--- src/rtl/modp_pkg.sv ---
package modp_pkg;
  // base^e mod p by repeated multiplication (elaboration-time use only)
  function automatic int mod_pow(int base, int e, int p);
    int r;
    r = 1;
    for (int i = 0; i < e; i++) r = (r * base) % p;
    return r;
  endfunction

  // exponent k with root^k == g (mod p); -1 when g has no logarithm
  function automatic int disc_log(int g, int root, int p);
    for (int k = 0; k < p - 1; k++)
      if (mod_pow(root, k, p) == g) return k;
    return -1;
  endfunction

  // least non-negative residue of a possibly negative value
  function automatic int fold_mod(int v, int p);
    int r;
    r = v % p;
    if (r < 0) r = r + p;
    return r;
  endfunction
endpackage

--- src/rtl/modp_log_stage.sv ---
module modp_log_stage
  import modp_pkg::*;
#(
  parameter int PRIME = 19,
  parameter int ROOT  = 2,
  parameter int W     = 5
) (
  input  logic         clk,
  input  logic         rst,
  input  logic         in_valid,
  input  logic [W-1:0] in_a,
  input  logic [W-1:0] in_b,
  input  logic [W-1:0] in_tw,
  output logic         s1_valid,
  output logic [W-1:0] s1_a,
  output logic [W-1:0] s1_bidx,
  output logic [W-1:0] s1_tw
);
  localparam int          LSZ = 1 << W;
  localparam logic [W-1:0] ZC = '1;

  // logarithm ROM; zero and out-of-field values carry the zero code
  logic [W-1:0] log_rom [LSZ];
  for (genvar g = 0; g < LSZ; g++) begin : g_log
    if (g == 0 || g >= PRIME) begin : g_zero
      assign log_rom[g] = ZC;
    end else begin : g_val
      assign log_rom[g] = W'(disc_log(g, ROOT, PRIME));
    end
  end

  always_ff @(posedge clk) begin
    s1_valid <= rst ? 1'b0 : in_valid;
    s1_a     <= in_a;
    s1_bidx  <= log_rom[in_b];
    s1_tw    <= in_tw;
  end
endmodule

--- src/rtl/modp_exp_stage.sv ---
module modp_exp_stage
  import modp_pkg::*;
#(
  parameter int PRIME = 19,
  parameter int ROOT  = 2,
  parameter int W     = 5
) (
  input  logic         clk,
  input  logic         rst,
  input  logic         s1_valid,
  input  logic [W-1:0] s1_a,
  input  logic [W-1:0] s1_bidx,
  input  logic [W-1:0] s1_tw,
  output logic         s2_valid,
  output logic [W-1:0] s2_a,
  output logic [W-1:0] s2_prod
);
  localparam int           LSZ   = 1 << W;
  localparam logic [W-1:0] ZC    = '1;
  localparam logic [W:0]   ORDER = (W+1)'(PRIME - 1);

  // antilog ROM over the group order
  logic [W-1:0] exp_rom [LSZ];
  for (genvar g = 0; g < LSZ; g++) begin : g_exp
    if (g < PRIME - 1) begin : g_val
      assign exp_rom[g] = W'(mod_pow(ROOT, g, PRIME));
    end else begin : g_pad
      assign exp_rom[g] = '0;
    end
  end

  logic [W:0]   idx_sum;
  logic [W:0]   idx_wrap;
  logic         prod_zero;

  always_comb begin
    idx_sum   = {1'b0, s1_bidx} + {1'b0, s1_tw};
    idx_wrap  = (idx_sum >= ORDER) ? idx_sum - ORDER : idx_sum;
    prod_zero = (s1_bidx == ZC) || (s1_tw == ZC);
  end

  always_ff @(posedge clk) begin
    s2_valid <= rst ? 1'b0 : s1_valid;
    s2_a     <= s1_a;
    s2_prod  <= prod_zero ? '0 : exp_rom[idx_wrap[W-1:0]];
  end
endmodule

--- src/rtl/modp_addsub_stage.sv ---
module modp_addsub_stage
  import modp_pkg::*;
#(
  parameter int PRIME = 19,
  parameter int W     = 5
) (
  input  logic         clk,
  input  logic         rst,
  input  logic         s2_valid,
  input  logic [W-1:0] s2_a,
  input  logic [W-1:0] s2_prod,
  output logic         out_valid,
  output logic [W-1:0] out_sum,
  output logic [W-1:0] out_dif
);
  localparam int SW  = W + 1;
  localparam int TSZ = 1 << SW;

  // correction ROMs: unsigned raw sum and two's-complement raw difference
  logic [W-1:0] add_rom [TSZ];
  logic [W-1:0] sub_rom [TSZ];
  for (genvar g = 0; g < TSZ; g++) begin : g_fix
    localparam int SV = (g >= TSZ / 2) ? g - TSZ : g;
    assign add_rom[g] = W'(fold_mod(g, PRIME));
    assign sub_rom[g] = W'(fold_mod(SV, PRIME));
  end

  logic [SW-1:0] raw_sum;
  logic [SW-1:0] raw_dif;

  always_comb begin
    raw_sum = {1'b0, s2_a} + {1'b0, s2_prod};
    raw_dif = {1'b0, s2_a} - {1'b0, s2_prod};
  end

  always_ff @(posedge clk) begin
    if (rst) begin
      out_valid <= 1'b0;
      out_sum   <= '0;
      out_dif   <= '0;
    end else begin
      out_valid <= s2_valid;
      if (s2_valid) begin
        out_sum <= add_rom[raw_sum];
        out_dif <= sub_rom[raw_dif];
      end
    end
  end
endmodule

--- src/rtl/modp_butterfly.sv ---
module modp_butterfly #(
  parameter  int PRIME = 19,
  parameter  int ROOT  = 2,
  localparam int W     = $clog2(PRIME)
) (
  input  logic         clk,
  input  logic         rst,
  input  logic         in_valid,
  input  logic [W-1:0] in_a,
  input  logic [W-1:0] in_b,
  input  logic [W-1:0] in_tw_idx,
  output logic         out_valid,
  output logic [W-1:0] out_sum,
  output logic [W-1:0] out_dif
);
  logic         s1_valid, s2_valid;
  logic [W-1:0] s1_a, s1_bidx, s1_tw;
  logic [W-1:0] s2_a, s2_prod;

  modp_log_stage #(.PRIME(PRIME), .ROOT(ROOT), .W(W)) u_log (
    .clk(clk), .rst(rst), .in_valid(in_valid), .in_a(in_a), .in_b(in_b),
    .in_tw(in_tw_idx), .s1_valid(s1_valid), .s1_a(s1_a),
    .s1_bidx(s1_bidx), .s1_tw(s1_tw)
  );

  modp_exp_stage #(.PRIME(PRIME), .ROOT(ROOT), .W(W)) u_exp (
    .clk(clk), .rst(rst), .s1_valid(s1_valid), .s1_a(s1_a),
    .s1_bidx(s1_bidx), .s1_tw(s1_tw), .s2_valid(s2_valid),
    .s2_a(s2_a), .s2_prod(s2_prod)
  );

  modp_addsub_stage #(.PRIME(PRIME), .W(W)) u_fix (
    .clk(clk), .rst(rst), .s2_valid(s2_valid), .s2_a(s2_a),
    .s2_prod(s2_prod), .out_valid(out_valid), .out_sum(out_sum),
    .out_dif(out_dif)
  );
endmodule

--- config.mk ---
export PLATFORM = sky130hd
export DESIGN_NAME = modp_butterfly
export DESIGN_NICKNAME = d
export VERILOG_FILES = /design/src/rtl/modp_pkg.sv /design/src/rtl/modp_log_stage.sv /design/src/rtl/modp_exp_stage.sv /design/src/rtl/modp_addsub_stage.sv /design/src/rtl/modp_butterfly.sv
export SDC_FILE = /design/constraint.sdc
export NUM_CORES = 1
export LEC_CHECK = 0
export BUFFER_PORTS_ARGS = -buffer_cell sky130_fd_sc_hd__buf_2
export CAP_MARGIN = 10
export CORE_ASPECT_RATIO = 1.75
export CORE_MARGIN = 2
export CORE_UTILIZATION = 35
export DETAILED_ROUTE_END_ITERATION = 10
export PLACE_DENSITY = 0.57
export SLEW_MARGIN = 20
export SYNTH_ARGS = -nofsm -noshare
export SYNTH_HDL_FRONTEND = slang
export SYNTH_SLANG_ARGS = --single-unit
--- constraint.sdc ---
create_clock -name clk -period 6.7 [get_ports clk]
set_clock_uncertainty 0.15 [all_clocks]
set_input_delay 0.67 -clock clk [delete_from_list [all_inputs] [get_ports clk]]
set_output_delay 0.67 -clock clk [all_outputs]
set_load 0.01 [all_outputs]
-- Yosys cells after proc, flatten, opt, wreduce, memory -nomap -nowiden
Memory sizes are Yosys's and may differ from the RTL's. A register that Yosys moved wholly into a read port is not among the register bits.
Cells that the tools add are included.
- input port bits: 18
- memories kept: 4
- bits in read-only memories: 960
- output and inout bits: 11
- word-level logic and storage cells: 23
- register bits: 18
- order comparisons: 1
- equal/unequal tests: 2
- reduce and logical (&&, ||, !) cells: 1
- add/subtract/negate cells: 4
- multiplexer cells: 1
- bitwise gates (word level): 4
- memories (name ; depth ; bits a word ; rd ports ; clocked after Yosys merged registers in ; write ports ; line ; text):
    (name not given) ; 64 ; 5 ; 1 ; 1 ; 0 ; modp_addsub_stage.sv:45 ; out_dif <= sub_rom[raw_dif];
    (name not given) ; 64 ; 5 ; 1 ; 1 ; 0 ; modp_addsub_stage.sv:44 ; out_sum <= add_rom[raw_sum];
    (name not given) ; 32 ; 5 ; 1 ; 1 ; 0 ; modp_exp_stage.sv:45 ; s2_prod <= prod_zero ? '0 : exp_rom[idx_wrap[W-1:0]];
    (name not given) ; 32 ; 5 ; 1 ; 1 ; 0 ; modp_log_stage.sv:35 ; s1_bidx <= log_rom[in_b];
- operators by type and width (kind ; number):
    $not 6->7 ; 2
    $add 5x5->6 ; 2
    $not 5->6 ; 2
    $eq 5x5->1 const B ; 2
    $ge 6x5->1 const B ; 1
    $sub 5x5->6 ; 1
    $mux 5 ; 1
    $sub 5x5->5 const B ; 1
    $logic_or 1x1->1 ; 1

-- Depth between registers and ports, before layout
Gate-level depths: netlist (run 1).
- word-level depth: 4
- mapped depth: 12

-- Modules after synthesis
From an unflattened synthesis (run 1), not the netlist that was laid out.
- cell total of the unflattened synthesis: 436
- area total of the unflattened synthesis: 3567.2 um2
- modules (own cells, without submodules) (module ; sequential area each (um2) ; cells each ; area an instance (um2) ; times used):
    modp_addsub_stage ; 220.2 ; 267 ; 1949.4 ; 1
    modp_exp_stage ; 220.2 ; 115 ; 1004.7 ; 1
    modp_log_stage ; 320.3 ; 54 ; 613.1 ; 1

-- Worst setup path after synthesis (run 1)
OpenSTA, ideal clock, no wires.
- path type: register to register
- start: reg u_log.s1_bidx[0]
- end: reg u_exp.s2_prod[0]
- buffers on the path: 0
- cell stages (with the launch flop): 13
- required time: 6423 ps
- slack: 3455 ps
- library setup time: 127 ps
- arrival: 2968 ps
- path through: dfxtp_1 ha_1 fa_1 a211o_1 and3_4 or2_1 o311ai_2 nand2_1 inv_1 ha_1 and3_1 a211oi_1 o22ai_1
- longest elaborated chain between the ends: 4
- elaborated cells between the ends (all ways): 7
- those cells by class: add/sub: 2; order compare: 1; eq/ne: 1; mux: 1; bitwise: 1; reduce/logical: 1
- ends and longest elaborated chain (element ; line ; text):
    from (decl) ; modp_log_stage.sv:16 ; output logic [W-1:0] s1_bidx,
    $add 5x5->6 ; modp_exp_stage.sv:37 ; idx_sum = {1'b0, s1_bidx} + {1'b0, s1_tw};
    $sub 5x5->5 or $ge 6x5->1 (tied branches) ; modp_exp_stage.sv:38 ; idx_wrap = (idx_sum >= ORDER) ? idx_sum - ORDER : idx_sum;
    $mux 5 ; modp_exp_stage.sv:38 ;
    $not 5->6 (not written as such) ; modp_exp_stage.sv:45 ;
    to (decl) ; modp_exp_stage.sv:16 ; output logic [W-1:0] s2_prod
Several ways; a longest one is shown, not always the timed one.
A chain may end at the register's enable or synchronous reset.

-- Worst setup path after layout (run 1)
Same ends and word-level chain as after synthesis.

==> reports/metrics.yaml, run 1 <==
logic_synthesis:
  synth_area_leader_cell: "dfxtp_1"
  synthFlopType: "dfxtp_1"
  ys_types: 63
  synth_commonest_cells: "38 x dfxtp_1, 38 x ha_1, 33 x nor2_1"
  synth_top_cells_by_area: "dfxtp_1 26%, ha_1 16%, nor2_1 4.2%"
  ys_ff_latch: 38
  yosysTopAreaCellShare: 0.257
  ys_warn_count: 0
  syn_avg_cell_area_um2: 8.61
  mappedNetlistNets: 403
  yosysSeqAreaShare: 0.257
  async_reset_ff_frac: 0
  syn-cell-area_um2: 2960
  synth_edf_count: 0
  synth_cells: 344
floorplan:
  die_w_um: 73.5
  coreArea_um2: 8260
  dieArea_um2: 9240
  io_pins: 29
  die_h_um: 126
  rows: 44
  initial_core_util: 0.359
clock_network:
  htree_levels: 2
  cts_buffer_depth: 2
  postCtsSetupRepairBufs: 0
  ctsResizeCount: 0
  root_buffer: "clkbuf_16"
  cts_tree: "yes"
  worstSkewPairLatency_ps: 280
  cts_inserted_buffers: 5
  path_clk_slew_ps: 60
  cts_sinks: 38
  hold_buffers: 0
sta:
  final.setup.tns_ps: 0
  worstMarginPinSlew_ps: 799
  relSlewSlack: 0.464
  finalHoldViolations: 0
  setup_violations: 0
  period_needed_ps: 3520
  slew_viol_final: 0
  rsz0062_at_grt: "no"
  period_share: 0.525
  max_freq_mhz: 284
critical_path:
  required_ps: 6700
  critical_path.max_stage_delay_ps: 440
  path_buf_inv: 1
  worstPathCellList: "ha_1 -> fa_1 -> a211o_1 -> and3_4 -> or2_1 -> o311ai_2 -> nand2_1 -> inv_1 -> ha_1 -> and3_1 -> a211oi_1 -> o22ai_1"
  slowest_stage: "fa_1"
  crit_path_end_kind: "flop"
  crit_arrival_ps: 3520
  crit_family: "compound AO/OA/AOI/OAI gates"
  path_class: "reg2reg"
  crit_path_frequent_cell: "ha_1"
  worstSetupStartpointType: "flop"
  critPathMaxFanout: 5
power_and_ir_drop:
  switching_share: 0.472
  p_switching_mw: 0.661
  combPwrFrac: 0.640
  power.density_nw_per_um2: 426
  power.internal_mw: 0.739
  p_leak_nw: 1.45
  pwr-share-seq: 0.196
  peakVddDrop_v: 0.000185
  power.total_mw: 1.40
  pwr-share-clk: 0.164
layout:
  fin_util: 0.398
  nets: 425
  nFillCells: 832
  layout-drive-gt1-share: 0.131
  n_antenna_cell: 0
  areaGrowthSynthToFinish_pct: 11.0
  multiInputGateArea_um2: 2040
  seqCellArea_um2: 761
place:
  dp_hpwl_mm: 5.34
  gp_congestion: 0.818
  port_buffers: 28
routing:
  ant_nets: 0
  drt-initial-drc-count: 119
  vias_per_cell: 5.63
  wl_per_cell_um: 14.6
  drc: 0
  finalWirelength_mm: 6.70
  num_vias: 2585
  dr.pass1.iters: 4
global_route:
  grt_pass1_vias: 2580
  grt-ovfl-total: 0
  antenna_found_initial: 0
  grt_pass1_wl_mm: 11.5
  gr-usage-all-layers: 0.153
  grt_max_degree: 17
run_status:
  outcome: "completed"
run:
  maxCapViolations: 0
worst_hold_path:
  min_path_type: "reg2reg"
==> metrics by stage <==
| stage | area, um2 | setup slack [ps] | std cells | hold slack, ps |
|---|---|---|---|---|
| after CTS | 3290 | 3230 | 459 | 178 |
| after global placement | 3150 | 3280 | 451 | 164 |
| final | 3290 | 3180 | 459 | 175 |
| after detailed placement | 3150 | 3250 | 451 | 164 |
| after floorplan | 2960 | 3450 | 344 | 160 |
| after global routing | 3290 | 2980 | 459 | 182 |
==> cell type report <==
class | instances | share of cell area
clock buffer | 6 | 0.0392
multi-input combinational | 269 | 0.620
clock inverter | 2 | 0.00419
inverter | 24 | 0.0274
sequential | 38 | 0.231
timing repair buffer | 28 | 0.0426
tap | 92 | 0.0350
==> sequential cells by signal, indices dropped and copies added, names as in the netlist <==
register,flops
u_exp.s2_a,5
u_exp.s2_prod,5
u_fix.out_dif,5
u_fix.out_sum,5
u_log.s1_a,5
u_log.s1_bidx,5
u_log.s1_tw,5
u_exp.s2_valid,1
u_fix.out_valid,1
u_log.s1_valid,1
==> kinds of logic (layout without fill, tap and decap cells) <==
kind of cell               after synthesis  after routing  synth area share
adders and majority gates               41             41             0.181
buffers and inverters                   37             60            0.0545
and+or+nand+nor                        104            104             0.181
AOI/OAI and AO/OA                      105            105             0.265
xor gates and xnor gates                10             10            0.0296
muxes                                    9              9            0.0317
DFF                                     38             38             0.257
==> placed cells by master (no fill, tap or decap), types with 6 or more instances in the layout <==
cell / instances
inv_1: 24
mux2i_1: 6
nor2_1: 33
ha_1: 38
xnor2_1: 7
nor3_1: 7
o21ai_0: 18
a2111oi_0: 7
a21oi_1: 17
nand3_1: 8
nand2_1: 17
buf_2: 28
dfxtp_1: 38
==> final timing paths <==
path	cells after the start	slack, ps	endpoint	from
max	12	3180	u_exp.s2_prod[0]	u_log.s1_bidx[0]
max reg2reg	12	3180	u_exp.s2_prod[0]	u_log.s1_bidx[0]
min	0	170	u_exp.s2_a[2]	u_log.s1_a[2]
min reg2reg	0	170	u_exp.s2_a[2]	u_log.s1_a[2]
==> power by group through the flow <==
stage / clock [mW] / combinational, mW / sequential [mW]
3_3_place_gp: 0 / 0.875 / 0.279
6_report: 0.230 / 0.896 / 0.274
2_1_floorplan: 0 / 0.710 / 0.279
5_1_grt: 0.245 / 1.01 / 0.277
4_1_cts: 0.237 / 0.892 / 0.275
3_5_place_dp: 0 / 0.886 / 0.280
==> metal layers <==
| layer | vias up | global-route usage | routed length [um] |
|---|---|---|---|
| li1 | 1320 | - | - |
| met1 | 1206 | 0.144 | 2420 |
| met2 | 48 | 0.310 | 3990 |
| met3 | 11 | 0.0280 | 172 |
| met4 | 0 | 0.0471 | 121 |
| met5 | - | 0 | 0 |
No activity file was read; power rests on OpenSTA's default activity.
==> run 2: changes to the inputs <==
--- a/config.mk
+++ b/config.mk
@@ -5,13 +5,14 @@
 export SDC_FILE = /design/constraint.sdc
 export NUM_CORES = 1
 export LEC_CHECK = 0
+export ABC_AREA = 1
 export BUFFER_PORTS_ARGS = -buffer_cell sky130_fd_sc_hd__buf_2
 export CAP_MARGIN = 10
 export CORE_ASPECT_RATIO = 1.75
 export CORE_MARGIN = 2
 export CORE_UTILIZATION = 35
 export DETAILED_ROUTE_END_ITERATION = 10
-export PLACE_DENSITY = 0.57
+export PLACE_DENSITY = 0.59
 export SLEW_MARGIN = 20
 export SYNTH_ARGS = -nofsm -noshare
 export SYNTH_HDL_FRONTEND = slang
==> constraint.sdc (replaced) <==
create_clock -name clk -period 2.9 [get_ports clk]
set_clock_uncertainty 0.15 [all_clocks]
set_input_delay 0.29 -clock clk [delete_from_list [all_inputs] [get_ports clk]]
set_output_delay 0.29 -clock clk [all_outputs]
set_load 0.01 [all_outputs]
==> reports/metrics.yaml, run 2 <==
critical_path:
  worstSetupStartpointType: "flop"
  path_class: "reg2reg"
  path_buf_inv: 2  # +1
  crit_path_end_kind: "flop"
  worstPathCellList: "ha_1 -> fa_1 -> xor2_1 -> nor2_1 -> nand2_2 -> nand2_4 -> nand3_1 -> nand2_2 -> inv_2 -> ha_1 -> nand2_1 -> nand2_1 -> inv_1 -> o21ai_1 -> a21oi_1"
  critical_path.max_stage_delay_ps: 400  # -40 ps
  slowest_stage: "fa_1"
  required_ps: 2970  # -3730 ps
  crit_arrival_ps: 2620  # -900 ps
  crit_family: "adder cells"
  critPathMaxFanout: 6  # +1
layout:
  nets: 499  # +17%
  n_antenna_cell: 0  # unchanged
  areaGrowthSynthToFinish_pct: 20.3
  final_cell_mix: "87 x nand2_1, 48 x inv_1, 38 x ha_1, 38 x dfxtp_1, 32 x nand3_1"
  layout-drive-gt1-share: 0.147  # +0.0166
  fin_area_um2: 3400  # +3.3%
  final_common_cell: "nand2_1"
routing:
  drt-initial-drc-count: 130  # +9.2%
  num_vias: 2711  # +4.9%
  vias_per_cell: 5.11  # -9.3%
  finalWirelength_mm: 6.57  # -2.0%
  dr.pass1.iters: 4  # unchanged
  drc: 0  # unchanged
  ant_nets: 0  # unchanged
  wl_per_cell_um: 12.4  # -15%
sta:
  finalHoldViolations: 0  # unchanged
  relSlewSlack: 0.714  # +0.250
  rsz0062_at_grt: "no"
  period_share: 0.879  # +0.354
  setup_violations: 0  # unchanged
  slew_viol_final: 0  # unchanged
  final.setup.tns_ps: 0  # unchanged
  period_needed_ps: 2550  # -968 ps
  worstMarginPinSlew_ps: 429  # -370 ps
  max_freq_mhz: 392  # +38%
logic_synthesis:
  synth.most_common_cell: "nand2_1"
  syn-cell-area_um2: 2830  # -4.6%
  synth_cells: 394  # +15%
  synthFlopType: "dfxtp_1"
  yosysTopAreaCellShare: 0.269  # +0.0124
  synth_top_cells_by_area: "dfxtp_1 27%, ha_1 17%, nand2_1 12%"
  syn_avg_cell_area_um2: 7.17  # -17%
  ys_warn_count: 0  # unchanged
  yosysSeqAreaShare: 0.269  # +0.0124
  ys_ff_latch: 38  # unchanged
  async_reset_ff_frac: 0  # unchanged
  synth_area_leader_cell: "dfxtp_1"
  mappedNetlistNets: 453  # +12%
  synth_edf_count: 0  # unchanged
  ys_types: 35  # -44%
  synth_commonest_cells: "87 x nand2_1, 48 x inv_1, 38 x dfxtp_1, 38 x ha_1, 32 x nand3_1"
place:
  port_buffers: 28  # unchanged
  gp_congestion: 0.883  # +8.0%
  placed_area_um2: 3100  # -1.5%
  dp_hpwl_mm: 5.24  # -1.7%
run_status:
  outcome: "completed"
global_route:
  grt_pass1_vias: 2618  # +1.5%
  grt-ovfl-total: 0  # unchanged
  gr-usage-all-layers: 0.160  # +0.00731
  antenna_found_initial: 0  # unchanged
  grt_pass1_wl_mm: 11.1  # -3.1%
  grt_max_degree: 15  # -2
floorplan:
  coreArea_um2: 7860  # -4.9%
  rows: 43  # -2.3%
  io_pins: 29  # unchanged
  die_h_um: 123  # -2.3%
  dieArea_um2: 8840  # -4.4%
  initial_core_util: 0.360  # +0.00103
  die_w_um: 71.9  # -2.2%
clock_network:
  cts_inserted_buffers: 5  # unchanged
  hold_buffers: 10  # +10
  htree_levels: 2  # unchanged
  path_clk_slew_ps: 60  # about the same
  root_buffer: "clkbuf_16"
  cts_tree: "yes"
  cts_buffer_depth: 2  # unchanged
  cts_sinks: 38  # unchanged
  ctsResizeCount: 0  # unchanged
  worstSkewPairLatency_ps: 290  # about the same
  postCtsSetupRepairBufs: 0  # unchanged
power_and_ir_drop:
  switching_share: 0.458  # -0.0143
  pwr-share-clk: 0.217  # +0.053
  p_leak_nw: 1.72  # +19%
  power.density_nw_per_um2: 999  # +130%
  power.internal_mw: 1.84  # +150%
  combPwrFrac: 0.600  # -0.040
  pwr-share-seq: 0.183  # -0.013
  p_switching_mw: 1.55  # +140%
  peakVddDrop_v: 0.000296  # +61%
worst_hold_path:
  min_path_type: "in2reg"
run:
  maxCapViolations: 0  # unchanged
==> run 2: cell types whose count changed after synthesis, moves of 8 or more <==
cell / before / now
o211ai_1: 5 / 15
a21oi_1: 17 / 25
nand3_1: 8 / 32
nand2_1: 17 / 87
inv_1: 24 / 48
==> run 2: final timing paths <==
path                                          to  cells after the start              from  slack (ps)
worst max-delay path            u_exp.s2_prod[3]                     15  u_log.s1_bidx[0]         350
worst max register to register  u_exp.s2_prod[3]                     15  u_log.s1_bidx[0]         350
worst min register to register     u_exp.s2_a[1]                      0     u_log.s1_a[1]         180
worst min-delay path              u_log.s1_valid                      3          in_valid          60
==> run 2: cell families after synthesis <==
logic type | count (synthesis) | synth area share
DFF | 38 | 0.269
AOI/OAI and AO/OA | 83 | 0.172
xor gates and xnor gates | 5 | 0.0275
and+or+nand+nor | 165 | 0.257
buffers and inverters | 62 | 0.0850
adders and majority gates | 41 | 0.190
==> run 2: layout make-up <==
type,instances,area [um2]
multi-input cells,294,1820
repair buffers,44,285
fillers,801,4460
clock buffers,6,139
inverters,57,216
flip-flops and latches,38,761
clock inverters,2,60.1
well taps,90,113
==> run 2: power by group through the flow <==
stage	sequential, mW	combinational [mW]	clock, mW
6_report	0.622	2.04	0.738
5_1_grt	0.629	2.31	0.773
4_1_cts	0.623	2.02	0.748
3_5_place_dp	0.633	2.00	0
3_3_place_gp	0.632	1.98	0
2_1_floorplan	0.629	1.53	0
==> run 2: routing by layer <==
| metal | track usage | wire length, um | share of wire | vias up |
|---|---|---|---|---|
| met5 | 0 | 0 | 0 | - |
| met2 | 0.328 | 3810 | 0.58 | 60 |
| met3 | 0.0213 | 182 | 0.028 | 22 |
| met1 | 0.136 | 2260 | 0.34 | 1235 |
| li1 | - | - | - | 1394 |
| met4 | 0.107 | 309 | 0.047 | 0 |
==> run 2: worst register-to-register path, delay by kind of cell, from the launching register on <==
family / cells / cell delay (ps)
AOI/OAI and AO/OA: 2 / 180
xor gates and xnor gates: 1 / 180
adders and majority gates: 3 / 890
buffers and inverters: 2 / 120
DFF: 1 / 310
and+or+nand+nor: 7 / 660
==> run 2: stage by stage <==
stage	util	setup slack, ps	power [mW]	instances	hold WS (ps)
2_1_floorplan	-	534	2.16	394	160
6_report	0.433	351	3.40	531	62.7
3_5_place_dp	0.395	386	2.63	513	162
3_3_place_gp	0.395	385	2.61	513	161
4_1_cts	0.433	366	3.39	531	60.7
5_1_grt	0.433	132	3.72	531	67.1
